`src/rtl/boot_remap_pkg.sv`:
```
package boot_remap_pkg;

  localparam int FIELD_W = 2;

  typedef logic [FIELD_W-1:0] width_t;

  // Select index after the boot-mode reversal.
  function automatic int unsigned map_sel(int unsigned n, logic rev, int unsigned last);
    return rev ? (last - n) : n;
  endfunction

  // Bus-width field after the boot-mode MSB inversion.
  function automatic width_t map_width(width_t f, logic rev);
    return f ^ {rev, {(FIELD_W-1){1'b0}}};
  endfunction

endpackage

```
`src/rtl/boot_strap_latch.sv`:
```
module boot_strap_latch #(
  parameter int STRAP_W = 2
) (
  input  logic               clk,
  input  logic               por_n,
  input  logic [STRAP_W-1:0] strap_width,
  input  logic               strap_src,
  output logic [STRAP_W-1:0] boot_width,
  output logic               boot_internal
);

  // Transparent while power-on reset is low; frozen once it is released.
  always_ff @(posedge clk) begin
    if (!por_n) begin
      boot_width    <= strap_width;
      boot_internal <= ~strap_src;
    end
  end

endmodule

```
`src/rtl/wake_gate.sv`:
```
module wake_gate #(
  parameter int SYNC_STAGES = 2
) (
  input  logic clk,
  input  logic rst,
  input  logic wake_in,
  output logic wake_rise,
  output logic running
);

  logic [SYNC_STAGES-1:0] sync_q;
  logic                   last_q;

  always_ff @(posedge clk) begin
    if (rst) begin
      sync_q  <= '0;
      last_q  <= 1'b0;
      running <= 1'b0;
    end else begin
      sync_q  <= {sync_q[SYNC_STAGES-2:0], wake_in};
      last_q  <= sync_q[SYNC_STAGES-1];
      if (wake_rise) running <= 1'b1;
    end
  end

  assign wake_rise = sync_q[SYNC_STAGES-1] & ~last_q;

endmodule

```
`src/rtl/cs_remap_decode.sv`:
```
module cs_remap_decode
  import boot_remap_pkg::*;
#(
  parameter int ADDR_W = 32,
  parameter int NUM_CS = 8
) (
  input  logic [ADDR_W-1:0]         addr_q,
  input  logic                      rev,
  input  logic                      enable,
  input  logic [NUM_CS*FIELD_W-1:0] cfg_width,
  output logic [NUM_CS-1:0]         sel_vec,
  output width_t                    acc_width
);

  localparam int IDX_W = $clog2(NUM_CS);
  localparam int TOP_W = IDX_W + 1;

  logic [TOP_W-1:0] top;
  logic             in_range;
  logic [IDX_W-1:0] idx;

  assign top      = addr_q[ADDR_W-1 -: TOP_W];
  assign in_range = enable & ~top[TOP_W-1];
  assign idx      = IDX_W'(map_sel(32'(top[IDX_W-1:0]), rev, 32'(NUM_CS-1)));

  for (genvar k = 0; k < NUM_CS; k++) begin : g_sel
    assign sel_vec[k] = in_range && (idx == IDX_W'(k));
  end

  always_comb begin
    acc_width = '0;
    if (in_range) acc_width = map_width(cfg_width[idx*FIELD_W +: FIELD_W], rev);
  end

endmodule

```
`src/rtl/boot_remap_decoder.sv`:
```
module boot_remap_decoder
  import boot_remap_pkg::*;
#(
  parameter int ADDR_W  = 32,
  parameter int NUM_CS  = 8,
  parameter int NUM_EXT = 6,
  parameter int STRAP_W = 2
) (
  input  logic                      clk,
  input  logic                      por_n,
  input  logic                      sys_rst_n,
  input  logic [STRAP_W-1:0]        strap_width,
  input  logic                      strap_src,
  input  logic                      wake_in,
  input  logic [ADDR_W-1:0]         addr_in,
  input  logic [NUM_CS*FIELD_W-1:0] cfg_width,
  output logic [STRAP_W-1:0]        boot_width,
  output logic                      boot_internal,
  output logic                      running,
  output logic [NUM_EXT-1:0]        cs_ext_n,
  output logic [NUM_CS-NUM_EXT-1:0] cs_int,
  output logic [FIELD_W-1:0]        acc_width
);

  logic              rst;
  logic              wake_rise;
  logic [ADDR_W-1:0] addr_q;
  logic [NUM_CS-1:0] sel_vec;

  assign rst = ~por_n | ~sys_rst_n;

  always_ff @(posedge clk) begin
    if (rst) addr_q <= '0;
    else     addr_q <= addr_in;
  end

  boot_strap_latch #(.STRAP_W(STRAP_W)) i_latch (
    .clk          (clk),
    .por_n        (por_n),
    .strap_width  (strap_width),
    .strap_src    (strap_src),
    .boot_width   (boot_width),
    .boot_internal(boot_internal)
  );

  wake_gate #(.SYNC_STAGES(2)) i_wake (
    .clk      (clk),
    .rst      (rst),
    .wake_in  (wake_in),
    .wake_rise(wake_rise),
    .running  (running)
  );

  cs_remap_decode #(.ADDR_W(ADDR_W), .NUM_CS(NUM_CS)) i_dec (
    .addr_q   (addr_q),
    .rev      (boot_internal),
    .enable   (running),
    .cfg_width(cfg_width),
    .sel_vec  (sel_vec),
    .acc_width(acc_width)
  );

  assign cs_ext_n = ~sel_vec[NUM_EXT-1:0];
  assign cs_int   = sel_vec[NUM_CS-1:NUM_EXT];

endmodule

```
`config.mk`:
```
export PLATFORM = sky130hd
export DESIGN_NAME = boot_remap_decoder
export DESIGN_NICKNAME = d
export VERILOG_FILES = /design/src/rtl/boot_remap_pkg.sv /design/src/rtl/boot_strap_latch.sv /design/src/rtl/wake_gate.sv /design/src/rtl/cs_remap_decode.sv /design/src/rtl/boot_remap_decoder.sv
export SDC_FILE = /design/constraint.sdc
export NUM_CORES = 1
export LEC_CHECK = 0
export BUFFER_PORTS_ARGS = -buffer_cell sky130_fd_sc_hd__buf_2
export CORE_MARGIN = 1.5
export CORE_UTILIZATION = 34
export CTS_CLUSTER_SIZE = 12
export DETAILED_ROUTE_END_ITERATION = 8
export PLACE_DENSITY = 0.7
export SYNTH_ARGS = -nofsm -noshare
export SYNTH_HDL_FRONTEND = slang
export SYNTH_SLANG_ARGS = --single-unit
```
`constraint.sdc`:
```
create_clock -name clk -period 5 [get_ports clk]
set_clock_uncertainty 0.15 [all_clocks]
set_input_delay 0.5 -clock clk [delete_from_list [all_inputs] [get_ports clk]]
set_output_delay 0.5 -clock clk [all_outputs]
set_load 0.05 [all_outputs]
```
* Yosys cells after proc, flatten, opt, wreduce, memory -nomap -nowiden
Cells that the tools add are included.
** Operators by class
- Add/subtract/negate cells :: 1
- $mul :: 0
- Divide/modulo/power cells :: 0
- Magnitude comparators :: 0
- Equal/unequal tests :: 7
- Shift operators :: 1
- Muxes and demuxes :: 2
- Bitwise logic cells :: 10
- Reduce and logical (&&, ||, !) cells :: 9
** Operators with widths (count)
- 16-bit by 5-bit variable part select with 2-bit output :: 1
- 3-bit equality test, second input constant :: 4
- 1-bit logical AND :: 8
- 3-bit by 2-bit equality test with 1-bit output, second input constant :: 2
- 6-bit NOT :: 1
- 1-bit NOT :: 5
- 3-bit by 1-bit equality test with 1-bit output, second input constant :: 1
- 3-bit logical NOT :: 1
- 3-bit two-way mux :: 1
- 3-bit subtractor, first input constant :: 1
- 1-bit bitwise AND :: 2
- 2-bit two-way mux :: 1
- 2-bit XOR :: 1
- 1-bit OR :: 1
** Word-level totals
- Flip-flop bits (word level) :: 39
- Bits in latches :: 0
- Memory bits (writable) :: 0
- ROM bits :: 0
- Input bits :: 55
- Output and inout bits :: 14
- Memories kept :: 0

* Longest topological paths before layout
- Depth in word-level cells :: 5
- Depth in mapped cells :: 7
- Depth with buffers taken out :: 5

* Hierarchy
From an unflattened synthesis, not the netlist that was laid out.
** Second synthesis, totals
- Cell total of the unflattened synthesis :: 162
- Area total of the unflattened synthesis :: 1677.9 um^2
** By module, submodules not included
- boot_remap_decoder :: times used 1, cells an instance 77, area each 912.1 um^2, seq. area each 640.6 um^2
- cs_remap_decode :: times used 1, cells an instance 71, area each 545.5 um^2, seq. area each 0.0 um^2
- wake_gate :: times used 1, cells an instance 9, area each 122.6 um^2, seq. area each 80.1 um^2
- boot_strap_latch :: times used 1, cells an instance 5, area each 97.6 um^2, seq. area each 90.1 um^2

* Worst setup path after synthesis
No wires, ideal clock.
- Path kind :: reg-to-output
- Start point :: reg i_latch.boot_internal
- End point :: out acc_width[1]
- Data arrival time :: 1.978 ns
- Data required time :: 4.350 ns
- Setup slack :: 2.372 ns
- Cell stages (with the launch flop) :: 6
- Cells stage by stage :: edfxtp_1 -> inv_2 -> mux2_4 -> o221ai_1 -> a21oi_1 -> and3b_1
** Between the ends
- Word-level cells in the longest chain between the ends :: 4
** Ends and longest elaborated chain
- start, declared :: RTL line boot_strap_latch.sv:9 : output logic boot_internal
- start signal, assigned :: RTL line boot_strap_latch.sv:16 : boot_internal <= ~strap_src;
- 3-bit two-way mux :: RTL line boot_remap_pkg.sv:9 : return rev ? (last - n) : n;
- 16-bit by 5-bit variable part select with 2-bit output :: RTL line cs_remap_decode.sv:32 : if (in_range) acc_width = map_width(cfg_width[idx*FIELD_W +: FIELD_W], rev);
- 2-bit XOR (*) :: RTL line boot_remap_pkg.sv:14 : return f ^ {rev, {(FIELD_W-1){1'b0}}};
- 2-bit two-way mux (*) :: RTL line cs_remap_decode.sv:32
- end, declared :: RTL line boot_remap_decoder.sv:22 : output logic [FIELD_W-1:0] acc_width
Mark *: on every way between the ends. The rest lies on a longest branch, timed or not.

* Worst setup path after layout
- Start point :: reg addr_q[29]
- End point :: out acc_width[1]
** Between the ends
- Word-level cells in the longest chain between the ends :: 5
** Ends and longest elaborated chain
- start, declared :: RTL line boot_remap_decoder.sv:27 : logic [ADDR_W-1:0] addr_q;
- start signal, assigned :: RTL line boot_remap_decoder.sv:34 : else addr_q <= addr_in;
- 3-bit subtractor :: RTL line boot_remap_pkg.sv:9
- 3-bit two-way mux (*) :: RTL line boot_remap_pkg.sv:9
- 16-bit by 5-bit variable part select with 2-bit output (*) :: RTL line cs_remap_decode.sv:32
- 2-bit XOR (*) :: RTL line boot_remap_pkg.sv:14
- 2-bit two-way mux (*) :: RTL line cs_remap_decode.sv:32
Marks and branches as above.

==> results.sh <==
export IMPL_syn_num_nets=149
export IMPL_setup_viol=0
export IMPL_synth_top_area_cell="dfxtp_1"
export IMPL_post_route_util_pct=46.1
export IMPL_fin_tns_setup_ns=0
export IMPL_rsz0062_at_grt="no"
export IMPL_reg2reg_slack_ns=4.22
export IMPL_drc=0
export IMPL_r2r_cells=3
export IMPL_path_class="reg2out"
export IMPL_antenna_found_initial=0
export IMPL_synth_edf_count=3
export IMPL_cts_buffers=3
export IMPL_place_inst=157
export IMPL_overflow=0
export IMPL_fp_row_count=17
export IMPL_powerDensity_mw_per_mm2=208
export IMPL_clk_pin_slew_ns=0.07
export IMPL_drive_gt1_share_pct=36.1
export IMPL_wl_mm=1.89
export IMPL_async_flop_share_pct=0
export IMPL_io_pins=69
export IMPL_ys_seq_area_share_pct=32.1
export IMPL_die_h_um=50.9
export IMPL_peakVddDrop_uv=154
export IMPL_grt_start_max_net_pins=16
export IMPL_portBuffers=40
export IMPL_dieArea_mm2=0.00259
export IMPL_hpwlAfterDp_mm=1.52
export IMPL_place_gp_congestion=0.713
export IMPL_synth_fa_ha_area_share_pct=0
export IMPL_final_cells=161
export IMPL_ys_warnings_count=0
export IMPL_yosys_area_share_xor_xnor_pct=0
export IMPL_leakage_nw=0.468
export IMPL_min_period_ns=2.85
export IMPL_yosys_cell_types_count=30
export IMPL_via_count=822
export IMPL_synth_area_leaders="dfxtp_1, mux2i_1, edfxtp_1"
export IMPL_cts_max_path_buffers=2
export IMPL_die_w_um=50.9
export IMPL_synth_top_family_by_area="simple AND/OR/NAND/NOR gates"
export IMPL_start_util_pct=35.6
export IMPL_grtUsageTotal_pct=15.8
export IMPL_final_hold_violation_count=0
export IMPL_synthTopCellsByCount="nand2_1, o22ai_1, mux2i_1"
export IMPL_htreeDepth=1
export IMPL_drt_iter0_drc=7
export IMPL_routedWlPerCell_um=11.7
export IMPL_clkSinkCount=11
export IMPL_min_delay_path_class="in2reg"
export IMPL_nets=189
export IMPL_clock_latency_ns=0.26
export IMPL_ant_nets=0
export IMPL_fin_crit_sh_pct=57.1
export IMPL_grt_pass1_wl_mm=3.21
export IMPL_grt_pass1_vias=829
export IMPL_path_max_fanout=15
export IMPL_ys_ff_latch=11
export IMPL_endpoint_kind="primary output"
export IMPL_holdBufCountCts=0
export IMPL_max_slew_worst_pin_slew_ns=0.632
export IMPL_synthMuxAreaShare_pct=13.5
export IMPL_ctsResizeCount=0
export IMPL_synth_area_um2=779
export IMPL_final_max_slew_viol_count=0
export IMPL_fmax_mhz=350
export IMPL_crit_path_start_kind="flip-flop"
export IMPL_tritoncts="done"
export IMPL_vias_per_cell=5.11
export IMPL_core_mm2=0.00219
export IMPL_drtPass1Iterations=4
export IMPL_cts_root_buf="clkbuf_4"
export IMPL_areaGrowthSynthToFinish_pct=29.5
export IMPL_n_fill_cell=231
export IMPL_synth_compound_area_share_pct=21.8
export IMPL_min_path_cells=1
export IMPL_cp_data_arrival_time_ns=2.20
export IMPL_synth_simple_gate_area_share_pct=25.7
export IMPL_cp_data_required_time_ns=4.35
export IMPL_netlist_instances=94
export IMPL_relSlewSlack_pct=57.8
export IMPL_max_cap_viol_count=0
export IMPL_diodes=0
export IMPL_status="complete, no violations"
export IMPL_synth_top_area_share_pct=20.5
export IMPL_avgSynthCellArea_um2=8.29
export IMPL_synth_ff_type="dfxtp_1"
export IMPL_cts_setup_buffers=0
## layout make-up
type,count,area (um^2),share of cell area (%)
Timing Repair Buffer,40,200,19.8
Clock buffer,4,26.3,2.60
Sequential cell,11,250,24.8
Inverter,6,22.5,2.23
Multi-Input combinational cell,72,475,47.1
Tap cell,28,35.0,3.47
## worst paths after layout
check,from,endpoint
worst max-delay path,addr_q[29],acc_width[1]
worst min-delay path,strap_width[1],i_latch.boot_width[1]
worst max register to register,i_wake.last_q,i_wake.running
worst min register to register,i_wake.sync_q[0],i_wake.sync_q[1]
## critical path, cell delays in order, from the launching register on
cell and delay, ns:
dfxtp_1 0.72, nand2b_4 0.13, mux2_4 0.29, o221ai_1 0.23, a21oi_1 0.10, and3b_1 0.21
buf_2 0.26
## metal layers
layer	GRT usage [%]	vias to the layer above	wire [um]
met2	28.5	35	852
met4	5.41	0	0
met5	0	-	0
met3	4.97	0	195
li1	-	425	-
met1	17.5	362	837
## cell usage in the layout, fill, tap and decap left out
master / synthesis / final
mux2i_1: 9 / 9
or2_0: 1 / 1
nand3_1: 1 / 1
clkbuf_4: 0 / 3
edfxtp_1: 3 / 3
clkbuf_1: 1 / 1
o22ai_1: 10 / 10
nand2b_4: 2 / 2
or2_1: 1 / 1
o21ai_0: 2 / 2
and2_1: 2 / 2
a31oi_1: 4 / 4
and3_1: 8 / 8
nand2_1: 10 / 10
mux2_4: 1 / 1
or2_2: 1 / 1
o221ai_1: 2 / 2
and3b_1: 1 / 1
inv_2: 1 / 1
inv_1: 5 / 5
and2b_1: 1 / 1
a21oi_1: 8 / 8
dfxtp_1: 8 / 8
nor2_1: 2 / 2
nand2b_1: 2 / 2
nor2b_1: 2 / 2
buf_2: 1 / 40
a22oi_1: 2 / 2
## registers in the layout (all words and copies together) (netlist names)
name and cells:
addr_q 4, i_latch.boot_internal 1, i_latch.boot_width 2, i_wake.last_q 1
i_wake.running 1, i_wake.sync_q 2
## power by group
part | switching, mW | internal, mW
Clock | 0.0265 | 0.0308
Sequential | 0.00556 | 0.0955
Combinational | 0.0285 | 0.0232
## metrics by stage
stage | hold WS (ns) | total power [mW] | setup slack (ns) | area [um^2]
final | 0.260 | 0.210 | 2.15 | 1010
after global routing | 0.246 | 0.224 | 1.95 | 1010
after CTS | 0.249 | 0.214 | 2.13 | 1010
after detailed placement | 0.308 | 0.155 | 2.44 | 983
after global placement | 0.300 | 0.152 | 2.51 | 983
after floorplan | 0.294 | 0.137 | 2.37 | 779
## logic make-up (layout without fill, tap and decap cells)
| logic type | Yosys count | after routing |
|---|---|---|
| AO/OA/AOI/OAI | 28 | 28 |
| flip-flops | 11 | 11 |
| multiplexers | 10 | 10 |
| AND/OR/NAND/NOR | 34 | 34 |
| buffers and inverters | 11 | 50 |
Power figures use the tool's default switching activity.
